==> config.mk <==
export PLATFORM = sky130hd
export DESIGN_NAME = pc_stripe_sched
export DESIGN_NICKNAME = d
export VERILOG_FILES = /design/src/rtl/pc_stripe_pkg.sv /design/src/rtl/pc_stripe_ctrl.sv /design/src/rtl/pc_stripe_dp.sv /design/src/rtl/pc_stripe_sched.sv
export SDC_FILE = /design/constraint.sdc
export NUM_CORES = 1
export LEC_CHECK = 0
export BUFFER_PORTS_ARGS = -buffer_cell sky130_fd_sc_hd__buf_2
export CAP_MARGIN = 20
export CORE_ASPECT_RATIO = 1.4
export CORE_MARGIN = 2
export CORE_UTILIZATION = 31
export CTS_BUF_LIST = sky130_fd_sc_hd__clkbuf_8
export DETAILED_ROUTE_END_ITERATION = 8
export GPL_TIMING_DRIVEN = 0
export HOLD_SLACK_MARGIN = 0.15
export SYNTH_ARGS = -nofsm -noshare
export SYNTH_HDL_FRONTEND = slang
export SYNTH_HIERARCHICAL = 1
export SYNTH_SLANG_ARGS = --single-unit
==> constraint.sdc <==
create_clock -name clk -period 13.6 [get_ports clk]
set_clock_uncertainty 0.15 [all_clocks]
set_input_delay 0.68 -clock clk [delete_from_list [all_inputs] [get_ports clk]]
set_output_delay 0.68 -clock clk [all_outputs]
set_load 0.03 [all_outputs]
==> src/rtl/pc_stripe_pkg.sv <==
package pc_stripe_pkg;

  // strobes from control to datapath
  typedef struct packed {
    logic load;   // capture a new transaction
    logic step;   // commit one burst
  } stripe_ctrl_t;

  typedef enum logic [1:0] {
    ST_IDLE  = 2'd0,
    ST_CHUNK = 2'd1,
    ST_WAIT  = 2'd2
  } stripe_state_t;

endpackage

==> src/rtl/pc_stripe_ctrl.sv <==
module pc_stripe_ctrl
  import pc_stripe_pkg::*;
(
  input  logic         clk,
  input  logic         rst_n,
  input  logic         reqValid,
  input  logic         zeroChunks,
  input  logic         lastChunk,
  input  logic         timeUp,
  output logic         reqReady,
  output logic         cmtValid,
  output logic         doneValid,
  output stripe_ctrl_t ctrl
);

  stripe_state_t stateQ, stateD;

  always_ff @(posedge clk) begin
    if (!rst_n) stateQ <= ST_IDLE;
    else        stateQ <= stateD;
  end

  always_comb begin
    stateD    = stateQ;
    ctrl      = '0;
    reqReady  = 1'b0;
    cmtValid  = 1'b0;
    doneValid = 1'b0;
    case (stateQ)
      ST_IDLE: begin
        reqReady = 1'b1;
        if (reqValid) begin
          ctrl.load = 1'b1;
          stateD    = zeroChunks ? ST_WAIT : ST_CHUNK;
        end
      end
      ST_CHUNK: begin
        ctrl.step = 1'b1;
        cmtValid  = 1'b1;
        if (lastChunk) stateD = ST_WAIT;
      end
      ST_WAIT: begin
        if (timeUp) begin
          doneValid = 1'b1;
          stateD    = ST_IDLE;
        end
      end
      default: stateD = ST_IDLE;
    endcase
  end

endmodule

==> src/rtl/pc_stripe_dp.sv <==
module pc_stripe_dp
  import pc_stripe_pkg::*;
#(
  parameter int NUM_PCS     = 8,
  parameter int BURST_BYTES = 256,
  parameter int BYTES_W     = 20,
  parameter int ID_W        = 8,
  parameter int CYC_W       = 8,
  parameter int TIME_W      = 32,
  localparam int PC_W       = (NUM_PCS > 1) ? $clog2(NUM_PCS) : 1
)(
  input  logic               clk,
  input  logic               rst_n,
  input  stripe_ctrl_t       ctrl,
  input  logic [ID_W-1:0]    reqId,
  input  logic               reqWrite,
  input  logic [BYTES_W-1:0] reqBytes,
  input  logic [BYTES_W-1:0] reqOrigBytes,
  input  logic [CYC_W-1:0]   reqPace,
  input  logic [CYC_W-1:0]   cfgServiceCycles,
  input  logic [CYC_W-1:0]   cfgSwitchPenalty,
  input  logic [CYC_W-1:0]   cfgOverhead,
  output logic               zeroChunks,
  output logic               lastChunk,
  output logic               timeUp,
  output logic [PC_W-1:0]    cmtPc,
  output logic [TIME_W-1:0]  cmtStart,
  output logic [TIME_W-1:0]  cmtFinish,
  output logic [ID_W-1:0]    doneId
);

  localparam int BURST_SH = $clog2(BURST_BYTES);
  localparam int CNT_W    = BYTES_W - BURST_SH + 1;

  // request sizing
  logic [BYTES_W-1:0] workBytes;
  logic [BYTES_W:0]   roundedBytes;
  logic [CNT_W-1:0]   reqChunks;

  assign workBytes    = (!reqWrite && reqBytes == '0) ? reqOrigBytes : reqBytes;
  assign roundedBytes = {1'b0, workBytes} + (BYTES_W+1)'(BURST_BYTES - 1);
  assign reqChunks    = roundedBytes[BYTES_W:BURST_SH];
  assign zeroChunks   = (reqChunks == '0);

  // transaction state
  logic [TIME_W-1:0] nowQ;
  logic [PC_W-1:0]   ptrQ;
  logic [CNT_W-1:0]  leftQ;
  logic [TIME_W-1:0] issueQ;
  logic [TIME_W-1:0] maxFinQ;
  logic              dirQ;
  logic [ID_W-1:0]   idQ;
  logic [CYC_W-1:0]  svcQ;
  logic [CYC_W-1:0]  penQ;
  logic [CYC_W-1:0]  paceQ;

  // per-channel state
  logic [TIME_W-1:0] availQ   [NUM_PCS];
  logic              usedQ    [NUM_PCS];
  logic              lastDirQ [NUM_PCS];

  logic [TIME_W-1:0] chanAvail;
  logic              switchHit;
  logic [TIME_W-1:0] readyT;
  logic [TIME_W-1:0] startT;
  logic [TIME_W-1:0] finishT;
  logic [PC_W-1:0]   ptrNext;

  assign chanAvail = availQ[ptrQ];
  assign switchHit = usedQ[ptrQ] && (lastDirQ[ptrQ] != dirQ);
  assign readyT    = (issueQ > chanAvail) ? issueQ : chanAvail;
  assign startT    = readyT + (switchHit ? TIME_W'(penQ) : '0);
  assign finishT   = startT + TIME_W'(svcQ);
  assign ptrNext   = (ptrQ == PC_W'(NUM_PCS - 1)) ? '0 : ptrQ + 1'b1;

  assign lastChunk = (leftQ == CNT_W'(1));
  assign timeUp    = (nowQ >= maxFinQ);
  assign cmtPc     = ptrQ;
  assign cmtStart  = startT;
  assign cmtFinish = finishT;
  assign doneId    = idQ;

  // free-running time base
  always_ff @(posedge clk) begin
    if (!rst_n) nowQ <= '0;
    else        nowQ <= nowQ + 1'b1;
  end

  // global rotation pointer
  always_ff @(posedge clk) begin
    if (!rst_n)         ptrQ <= '0;
    else if (ctrl.step) ptrQ <= ptrNext;
  end

  // per-transaction registers
  always_ff @(posedge clk) begin
    if (!rst_n) begin
      leftQ   <= '0;
      issueQ  <= '0;
      maxFinQ <= '0;
      dirQ    <= 1'b0;
      idQ     <= '0;
      svcQ    <= '0;
      penQ    <= '0;
      paceQ   <= '0;
    end else if (ctrl.load) begin
      leftQ   <= reqChunks;
      issueQ  <= nowQ + TIME_W'(cfgOverhead) + TIME_W'(reqPace);
      maxFinQ <= nowQ + TIME_W'(cfgOverhead);
      dirQ    <= reqWrite;
      idQ     <= reqId;
      svcQ    <= cfgServiceCycles;
      penQ    <= cfgSwitchPenalty;
      paceQ   <= reqPace;
    end else if (ctrl.step) begin
      leftQ  <= leftQ - 1'b1;
      issueQ <= issueQ + TIME_W'(paceQ);
      if (finishT > maxFinQ) maxFinQ <= finishT;
    end
  end

  // channel records, one register set per pseudo-channel
  for (genvar g = 0; g < NUM_PCS; g++) begin : gChan
    always_ff @(posedge clk) begin
      if (!rst_n) begin
        availQ[g]   <= '0;
        usedQ[g]    <= 1'b0;
        lastDirQ[g] <= 1'b0;
      end else if (ctrl.step && ptrQ == PC_W'(g)) begin
        availQ[g]   <= finishT;
        usedQ[g]    <= 1'b1;
        lastDirQ[g] <= dirQ;
      end
    end
  end

endmodule

==> src/rtl/pc_stripe_sched.sv <==
module pc_stripe_sched
  import pc_stripe_pkg::*;
#(
  parameter int NUM_PCS     = 8,
  parameter int BURST_BYTES = 256,
  parameter int BYTES_W     = 20,
  parameter int ID_W        = 8,
  parameter int CYC_W       = 8,
  parameter int TIME_W      = 32,
  localparam int PC_W       = (NUM_PCS > 1) ? $clog2(NUM_PCS) : 1
)(
  input  logic               clk,
  input  logic               rst_n,
  input  logic               reqValid,
  output logic               reqReady,
  input  logic [ID_W-1:0]    reqId,
  input  logic               reqWrite,
  input  logic [BYTES_W-1:0] reqBytes,
  input  logic [BYTES_W-1:0] reqOrigBytes,
  input  logic [CYC_W-1:0]   reqPace,
  input  logic [CYC_W-1:0]   cfgServiceCycles,
  input  logic [CYC_W-1:0]   cfgSwitchPenalty,
  input  logic [CYC_W-1:0]   cfgOverhead,
  output logic               cmtValid,
  output logic [PC_W-1:0]    cmtPc,
  output logic [TIME_W-1:0]  cmtStart,
  output logic [TIME_W-1:0]  cmtFinish,
  output logic               doneValid,
  output logic [ID_W-1:0]    doneId
);

  stripe_ctrl_t ctrl;
  logic zeroChunks;
  logic lastChunk;
  logic timeUp;

  pc_stripe_ctrl u_ctrl (
    .clk        (clk),
    .rst_n      (rst_n),
    .reqValid   (reqValid),
    .zeroChunks (zeroChunks),
    .lastChunk  (lastChunk),
    .timeUp     (timeUp),
    .reqReady   (reqReady),
    .cmtValid   (cmtValid),
    .doneValid  (doneValid),
    .ctrl       (ctrl)
  );

  pc_stripe_dp #(
    .NUM_PCS     (NUM_PCS),
    .BURST_BYTES (BURST_BYTES),
    .BYTES_W     (BYTES_W),
    .ID_W        (ID_W),
    .CYC_W       (CYC_W),
    .TIME_W      (TIME_W)
  ) u_dp (
    .clk              (clk),
    .rst_n            (rst_n),
    .ctrl             (ctrl),
    .reqId            (reqId),
    .reqWrite         (reqWrite),
    .reqBytes         (reqBytes),
    .reqOrigBytes     (reqOrigBytes),
    .reqPace          (reqPace),
    .cfgServiceCycles (cfgServiceCycles),
    .cfgSwitchPenalty (cfgSwitchPenalty),
    .cfgOverhead      (cfgOverhead),
    .zeroChunks       (zeroChunks),
    .lastChunk        (lastChunk),
    .timeUp           (timeUp),
    .cmtPc            (cmtPc),
    .cmtStart         (cmtStart),
    .cmtFinish        (cmtFinish),
    .doneId           (doneId)
  );

endmodule

* Word level (Yosys, flattened, before mapping)
Memory sizes are Yosys's and may differ from the RTL's. A register that Yosys moved wholly into a read port is not among the register bits. Index checks and enable logic that the tools add are counted. W data, S select, Z words.
Storage, ports and cells: word-level logic and storage cells 160, input port bits 84, memories kept 3, bits in writable memories 272, flip-flop bits (word level) 147
Operators by class: eq/ne operators 14, order comparisons 3, reductions and logical operators 19, mux-type cells 77, add/sub/neg operators 9, bitwise gates (word level) 24
Memory list:
- u_dp.availQ | words 8, width 32, rd ports 1, clocked after memory_dff 1, write ports 8, line pc_stripe_dp.sv:58 | logic [TIME_W-1:0] availQ [NUM_PCS];
- u_dp.lastDirQ | words 8, width 1, rd ports 1, clocked after memory_dff 1, write ports 8, line pc_stripe_dp.sv:60 | logic lastDirQ [NUM_PCS];
- u_dp.usedQ | words 8, width 1, rd ports 1, clocked after memory_dff 1, write ports 8, line pc_stripe_dp.sv:59 | logic usedQ [NUM_PCS];
Operators by type and width (number):
- $mux W32 | 14
- $add A32 B8 Y32 | 4
- $gt A32 B32 Y1 | 2
- $mux W1 | 47
- $add A32 B1 Y32 const B | 1
- $add A32 B32 Y32 | 1
- $ge A32 B32 Y1 | 1
- $mux W13 | 2
- $or A1 B1 Y1 | 24
- $add A20 B8 Y21 const B | 1
- $mux W3 | 7
- $logic_not A20 Y1 | 1
- $mux W20 | 1
- $eq A13 B1 Y1 const B | 1
- $logic_not A13 Y1 | 1
- $sub A13 B1 Y13 const B | 1
- $eq A3 B3 Y1 const B | 4
- $logic_and A1 B1 Y1 | 10
- $mux W2 | 4
- $mux W8 | 1
- $eq A3 B2 Y1 const B | 2
- $ne A2 B2 Y1 const B | 3
- $pmux W2 S3 | 1
- $reduce_bool A2 Y1 | 2
- other kinds (10) | 10

* Logic depth before layout (Yosys ltp)
Gate-level depths: netlist (run 1).
depth after elaboration 9, mapped depth 52, depth with buffers taken out 39

* By module
Netlist (run 1), hierarchy kept.
Modules (own cells, without submodules):
- pc_stripe_dp | sequential area each 11110.7 um2, instances 1, cells an instance 2531, area each 25494.5 um2
- pc_stripe_ctrl | sequential area each 40.0 um2, instances 1, cells an instance 16, area each 136.4 um2

* Least setup slack after synthesis (run 1)
OpenSTA, ideal clock, no wires.
path kind reg2reg, start point register with a tool-made name, end point register u_dp.maxFinQ[10], buffers on the path 14, setup slack 1429 ps, required time 13318 ps, arrival 11889 ps, library setup time 132 ps, stages on the path, launching flop included 49, cells stage by stage dfxtp_1 buf_6 buf_12 buf_12 buf_8 buf_2 clkbuf_1 buf_1 mux4_2 mux2i_1 ha_1 nor2b_1 o211ai_1 a2111o_1 nand4_1 o21ai_0 buf_2 clkbuf_1 [... 13 more ...] a21oi_1 o221ai_1 nor4b_2 nand4_1 nor4_1 nand3_1 xor2_1 inv_1 ha_1 nand4_1 nor4_1 o31ai_1 a21oi_1 clkbuf_1 clkbuf_1 nand2_1 o211ai_1 a21oi_1
RTL lines:
- end signal: assignment | line pc_stripe_dp.sv:109 | maxFinQ <= nowQ + TIME_W'(cfgOverhead);
- end signal: assignment | line pc_stripe_dp.sv:118 | if (finishT > maxFinQ) maxFinQ <= finishT;
- end: declaration | line pc_stripe_dp.sv:50 | logic [TIME_W-1:0] maxFinQ;

==> reports/qor.tcl, run 1 <==
set qor(synth_top_family_by_area) {simple AND/OR/NAND/NOR gates}
set qor(gp_routability_congestion) 0.941
set qor(cts_tree) {done}
set qor(syn_nets) 2781
set qor(max_cap_viol_count) 0
set qor(synth.avg_cell_area_um2) 10.1
set qor(die_area_mm2) 0.0850
set qor(grt_util_all_layers_pct) 20.7
set qor(finalWirelength_mm) 88.5
set qor(grt_start_max_net_pins) 27
set qor(dp.cells) 3791
set qor(setup.worst_path.class) {reg2reg}
set qor(hold_crit_class) {in2reg}
set qor(grt_pass1_vias) 20990
set qor(critical_path_buf_inv_count) 16
set qor(fmaxAchievable_mhz) 76.8
set qor(layout-area-overhead-vs-synth_pct) 16.5
set qor(dpl.hpwl_mm) 67.1
set qor(postSynth.topFlopCell) {edfxtp_1}
set qor(cpPeakStageDelay_ns) 0.55
set qor(placement.io_buffers) 161
set qor(post-route-drc-count) 0
set qor(yosys.area_share.adder_pct) 7.47
set qor(grt.overflow.total) 0
set qor(worstSkewPairLatency_ns) 0.67
set qor(routed_length_per_instance_um) 22.4
set qor(die-width_um) 247
set qor(synthesis.instances) 2547
set qor(synth_async_sr_flop_share_pct) 0
set qor(status) {completed}
set qor(htree_num_levels) 3
set qor(grtUsageMet3_pct) 2.61
set qor(critical-path-slowest-cell) {a21oi_1}
set qor(max_slew.worst_pin.slew_ns) 1.14
set qor(tritoncts.num_buffers) 68
set qor(num_vias) 20811
set qor(critical_path_startpoint_category) {flop}
set qor(vdd_ir_drop_max_mv) 0.0707
set qor(total_leakage_power_nw) 11.6
set qor(firstDrtPassIters) 5
set qor(cts-root-buf) {clkbuf_8}
set qor(fin_crit_sh_pct) 95.7
set qor(synthesized_area_fraction_occupied_by_and_or_nand_nor_cells_pct) 17.5
set qor(layout.area.seq_mm2) 0.0112
set qor(synth_mux_area_share_pct) 10.4
set qor(timing.final.setup_violations) 0
set qor(cellPowerDensity_mw_per_mm2) 130
set qor(critical-path-top-delay-family) {buffers and inverters}
set qor(yosys.area_share.xor_xnor_pct) 6.61
set qor(slew-limit-headroom_pct) 24.3
set qor(worstPathRequired_ns) 13.95
set qor(worstSetupEndpointType) {flop}
set qor(grt_antenna_before_repair) 1
set qor(drive_above_1_share_pct) 16.1
set qor(synth-compound-area-share_pct) 10.3
set qor(multiInputGateArea_mm2) 0.0136
set qor(path_max_fanout) 19
set qor(mean_number_of_vias_per_cell) 5.26
set qor(final.setup.tns_ns) 0
set qor(final_cells) 3955
set qor(synth.yosys.seq_area_share_pct) 43.5
set qor(utilization_pct) 36.5
set qor(drt_iter0_markers) 1541
set qor(ios) 162
set qor(initial_core_util_pct) 31.3
set qor(worst_setup_hold_path_clk_slew_ns) 0.07
set qor(nFillCells) 8198
set qor(post-route-min-period_ns) 13.02
set qor(critical_path_arrival_ns) 13.37
set qor(synth-edff-count) 270
set qor(place_area_mm2) 0.0280
set qor(fin_nets) 3062
set qor(globalRouteMet1Util_pct) 22.6
set qor(final_design_area_no_fill_mm2) 0.0299
set qor(finalHoldViolCount) 0
set qor(row_count) 124
set qor(grt.busiest_layer) {met2}
set qor(grt_setup_unrepaired) {no}
set qor(synth-warning-count) 6
set qor(cts.path.max_buffers) 3
set qor(numClockSinks) 422
set qor(post_synth_instance_area_mm2) 0.0256
set qor(postRouteAntennaNets) 0
set qor(groute.layer.met2.usage_pct) 37.6
set qor(die_h_um) 344
set qor(synth.lib_cells_used.distinct) 101
set qor(grt_first_pass_wirelength_mm) 130
set qor(path_common_cell) {a21oi_1}
set qor(final-max-slew-violation-count) 0
set qor(ys_seq_elements) 422
set qor(core_mm2) 0.0818
[timing repair]
item                                   4_1_cts  5_1_grt
setup endpoints to repair                   71       32
buffers inserted                             4        3
pin swaps                                    2        3
gates resized for setup                     31       18
hold buffers                                29        0
endpoints found under the hold margin       30        0
[cell type report]
type	instances	area share [%]
inverter	132	1.66
multi-input combinational	1867	45.5
sequential	422	37.3
antenna	1	0.00838
clock buffer	74	3.41
tap	1071	4.49
buffer	123	1.97
timing repair buffer	214	4.62
clock inverter	51	1.04
[per-stage QoR]
| stage | hold slack, ns | worst slack (ns) | total power, mW |
|---|---|---|---|
| after floorplan | 0.273 | 1.43 | 2.32 |
| after global placement | 0.301 | -3.81 | 2.75 |
| after detailed placement | 0.315 | -3.65 | 2.76 |
| after CTS | 0.153 | 0.0184 | 3.89 |
| after global routing | 0.200 | 0.0120 | 4.06 |
| final | 0.186 | 0.581 | 3.88 |
[flip-flops by register name, indices dropped and copies added, names as in the netlist, named ones only]
signal         cells
u_dp/availQ      256
u_dp/lastDirQ      8
u_dp/paceQ         8
u_dp/cmtPc         3
u_dp/doneId        8
u_dp/issueQ       32
u_dp/maxFinQ      32
u_dp/nowQ         32
u_dp/leftQ        13
u_dp/usedQ         8
u_ctrl/stateQ      2
u_dp/penQ          8
u_dp/dirQ          1
u_dp/svcQ          8
[metal layers]
layer  vias to the layer above  routed length [µm]  share of wire [%]
li1                       9742                   -                  -
met3                       226                4770                5.4
met4                         0                6070                6.9
met5                         -                   0                  0
met1                     10056               32400                 37
met2                       787               45300                 51
[cell usage in the layout (no fill, tap or decap), types with 20 or more instances in the layout]
cell type | netlist | routed
nor2_1 | 477 | 477
edfxtp_1 | 270 | 270
buf_2 | 10 | 172
dfxtp_1 | 152 | 152
ha_1 | 145 | 145
nand2_1 | 153 | 144
inv_1 | 126 | 142
a21oi_1 | 121 | 118
xnor2_1 | 105 | 105
mux2i_1 | 82 | 80
xor2_1 | 83 | 78
clkbuf_1 | 89 | 76
clkbuf_8 | 0 | 74
mux4_2 | 68 | 68
nand3_1 | 66 | 65
a211oi_1 | 58 | 58
o21ai_0 | 56 | 54
a21o_1 | 45 | 45
nand4_1 | 44 | 44
nor3_1 | 40 | 39
dlygate4sd3_1 | 0 | 29
and2_1 | 21 | 21
nor4_1 | 25 | 21
clkinv_1 | 3 | 20
buf_4 | 6 | 20
[kinds of logic after synthesis]
logic type | Yosys count
fa+ha+maj | 150
buf+inv | 258
xor+xnor | 191
compound gates | 399
flops | 422
mux | 170
simple gates | 957
[where the power goes]
part           switching, mW  internal [mW]
clock                  0.540          0.564
sequential            0.0371           1.44
combinational          0.889          0.417
total                   1.47           2.42
[worst paths after layout]
kind                      start         endpoint  slack, ns  cells past startpoint
hold reg to reg   u_dp/usedQ[4]    u_dp/usedQ[4]       0.32                      2
setup reg to reg           flop  u_dp/maxFinQ[9]       0.58                     45
setup / recovery           flop  u_dp/maxFinQ[9]       0.58                     45
hold / removal       reqPace[5]    u_dp/paceQ[5]       0.19                      3
[worst register-to-register path, delay by kind of cell (launching register included)]
kind            cells  cell delay (ns)
buf+inv            16             4.42
xor+xnor            1             0.28
mux                 2             0.69
compound gates     14             3.34
simple gates        9             2.56
flops               1             0.40
fa+ha+maj           3             1.02
[cells in the mapped netlist (12+ instances only)]
master	instances	area (µm²)
mux2i_1	82	821
nand2b_1	17	106
clkbuf_1	89	334
xor2_1	83	727
nor3_1	40	200
mux4_2	68	1530
nor2_1	477	1790
o21ai_0	56	280
edfxtp_1	270	8110
nand2_1	153	574
ha_1	145	1810
nor4_1	25	156
a21oi_1	121	606
nand4_1	44	275
inv_1	126	473
o21a_1	17	128
or3_1	12	75.1
and2_1	21	131
nor2b_1	19	119
o211ai_1	12	90.1
nand3_1	66	330
a21o_1	45	338
and3_1	18	113
a211oi_1	58	435
dfxtp_1	152	3040
xnor2_1	105	920
buf_1	15	56.3
a31oi_1	13	81.3
(Power assumes the default switching activity.)
==> run 2: changes to the inputs <==
CELL_PAD_IN_SITES_DETAIL_PLACEMENT = 1   (was default)
CELL_PAD_IN_SITES_GLOBAL_PLACEMENT = 1   (was default)
PLACE_DENSITY_LB_ADDON = 0.1   (was default)
==> run 2 against run 1 <==
Register-to-register slack better by 0.10 ns. Core utilization rose by 0.37 points. First-iteration DRC count is 41% lower. Non-clock buffer count increased by 3. Via count up 0.13%. Count of clock-buffer cells in the layout grew 8. Cell count increased by 0.28%. Combinational power hardly changed.
==> reports/qor.tcl, run 2 (synthesis gave the netlist of run 1 again) <==
set qor(status) {completed}
set qor(cpPeakStageDelay_ns) 0.61
set qor(critical_path_arrival_ns) 13.27
set qor(initial_core_util_pct) 31.3
set qor(routed_length_per_instance_um) 24.8
set qor(pnr_worst_setup_slack_ns) 0.680
set qor(timing.rr.end) {u_dp/maxFinQ[10]}
set qor(worst_hold_path_startpoint) {reqWrite}
set qor(setup.worst_path.class) {reg2reg}
set qor(fmaxAchievable_mhz) 77.4
set qor(timing.hold.worst_endpoint) {u_dp/dirQ}
set qor(tritoncts.num_buffers) 73
set qor(fin_crit_sh_pct) 95.0
set qor(die_area_mm2) 0.0850
set qor(total_leakage_power_nw) 11.7
set qor(worstPathRequired_ns) 13.95
set qor(grt.overflow.total) 0
set qor(max_cap_viol_count) 0
set qor(ff2ff_path_depth) 43
set qor(finalWirelength_mm) 98.4
set qor(grt_start_max_net_pins) 27
set qor(worst_setup_hold_path_clk_slew_ns) 0.06
set qor(post-route-drc-count) 0
set qor(num_vias) 20838
set qor(detailedPlace.worstSlack_ns) -5.36
set qor(grt_antenna_before_repair) 2
set qor(layout.cells.most_common) {nor2_1}
set qor(post-route-min-period_ns) 12.92
set qor(slew-limit-headroom_pct) 22.6
set qor(cellPowerDensity_mw_per_mm2) 133
set qor(cts.path.max_buffers) 3
set qor(path_max_fanout) 10
set qor(core_mm2) 0.0818
set qor(top_register) {u_dp/availQ}
set qor(max_slew.worst_pin.slew_ns) 1.13
set qor(mean_number_of_vias_per_cell) 5.25
set qor(gp_routability_congestion) 0.861
set qor(largest_register_ffs) 256
set qor(placement.io_buffers) 161
set qor(dp.cells) 3795
set qor(htree_num_levels) 3
set qor(grt_util_all_layers_pct) 23.4
set qor(regToRegSetupSlack_ns) 0.68
set qor(worstSkewPairLatency_ns) 0.69
set qor(cts-root-buf) {clkbuf_8}
set qor(vdd_ir_drop_max_mv) 0.0658
set qor(cts_tree) {done}
set qor(timing.final.setup_violations) 0
set qor(critical_path_startpoint_category) {flop}
set qor(final.setup.tns_ns) 0
set qor(fin_nets) 3070
set qor(worstSetupEndpointType) {flop}
set qor(final-max-slew-violation-count) 0
set qor(die_h_um) 344
set qor(drive_above_1_share_pct) 16.4
set qor(ios) 162
set qor(finalHoldViolCount) 0
set qor(drt_iter0_markers) 903
set qor(row_count) 124
set qor(grt_first_pass_wirelength_mm) 145
set qor(die-width_um) 247
set qor(critical-path-slowest-cell) {clkdlybuf4s15_2}
set qor(grt_setup_unrepaired) {no}
set qor(grt_pass1_vias) 22448
set qor(firstDrtPassIters) 5
set qor(layout-area-overhead-vs-synth_pct) 17.7
set qor(postRouteAntennaNets) 0
set qor(fin_total_pwr_mw) 4.01
set qor(dpl.hpwl_mm) 76.7
set qor(numClockSinks) 422
set qor(hold_crit_class) {in2reg}
set qor(layout_common_cells) {nor2_1, edfxtp_1, buf_2, inv_1, dfxtp_1}
set qor(final_cells) 3966
set qor(worstHoldPathCells) 3
set qor(worst_hold_slack_ns) 0.222
## run 2: changes by cell type in the layout (fill, tap and decap cells not counted), moves of 4 or more
| cell | previous run | this run |
|---|---|---|
| clkbuf_2 | 9 | 5 |
| clkbuf_8 | 74 | 82 |
| clkinv_2 | 8 | 3 |
| inv_1 | 142 | 152 |
| clkinv_1 | 20 | 15 |
| dlygate4sd3_1 | 29 | 33 |
## run 2: where the power goes
part	switching (mW)	internal, mW	leakage [nW]	total [mW]
clock	0.559	0.630	0.832	1.19
sequential	0.0379	1.44	4.04	1.48
combinational	0.918	0.423	6.86	1.34
total	1.52	2.49	11.7	4.01
## run 2: routing by layer
| metal | wire (µm) | vias up | GRT usage, % |
|---|---|---|---|
| met2 | 51900 | 436 | 43.8 |
| met4 | 3920 | 0 | 9.50 |
| met1 | 39100 | 10494 | 26.7 |
| met3 | 3520 | 152 | 2.77 |
| met5 | 0 | - | 0 |
| li1 | - | 9756 | - |
## run 2: worst max path at each step
stage | end | start | slack [ns] | depth (start not counted)
3_5_place_dp | u_dp/maxFinQ[9] | flop | -5.36 | 48
6_report | u_dp/maxFinQ[10] | flop | 0.68 | 43
2_1_floorplan | u_dp/maxFinQ[10] | flop | 1.43 | 48
5_1_grt | u_dp/maxFinQ[10] | flop | 0.09 | 49
3_3_place_gp | u_dp/maxFinQ[9] | flop | -5.40 | 48
4_1_cts | u_dp/maxFinQ[9] | flop | 0.0006 | 46
## run 2: repair_timing
item	in CTS	in global routing
setup buffers	5	1
endpoints found under the setup margin	135	32
resized for setup	53	13
hold buffers	33	0
hold endpoints to repair	34	0
pin swaps	4	0
## run 2: critical path, delay by kind of cell (launching register included)
family / cells / cell delay [ns]
xor+xnor: 2 / 0.54
mux: 2 / 1.00
buf+inv: 15 / 4.62
flops: 1 / 0.32
simple gates: 11 / 2.66
compound gates: 10 / 2.33
fa+ha+maj: 3 / 1.02
## run 2: final cells by class
class | instances | area (µm²)
sequential | 422 | 11200
antenna | 2 | 5.00
tap | 1071 | 1340
clock inverter | 50 | 324
inverter | 132 | 495
clock buffer | 82 | 1130
timing repair buffer | 217 | 1430
multi-input combinational | 1867 | 13700
fill | 9305 | 51600
buffer | 123 | 604
## run 2: through the flow
step           area, µm²  util, %
3_5_place_dp       28000     34.3
4_1_cts            30100     36.8
2_1_floorplan      25600        -
5_1_grt            30200     36.9
6_report           30200     36.9
3_3_place_gp       27800     34.0
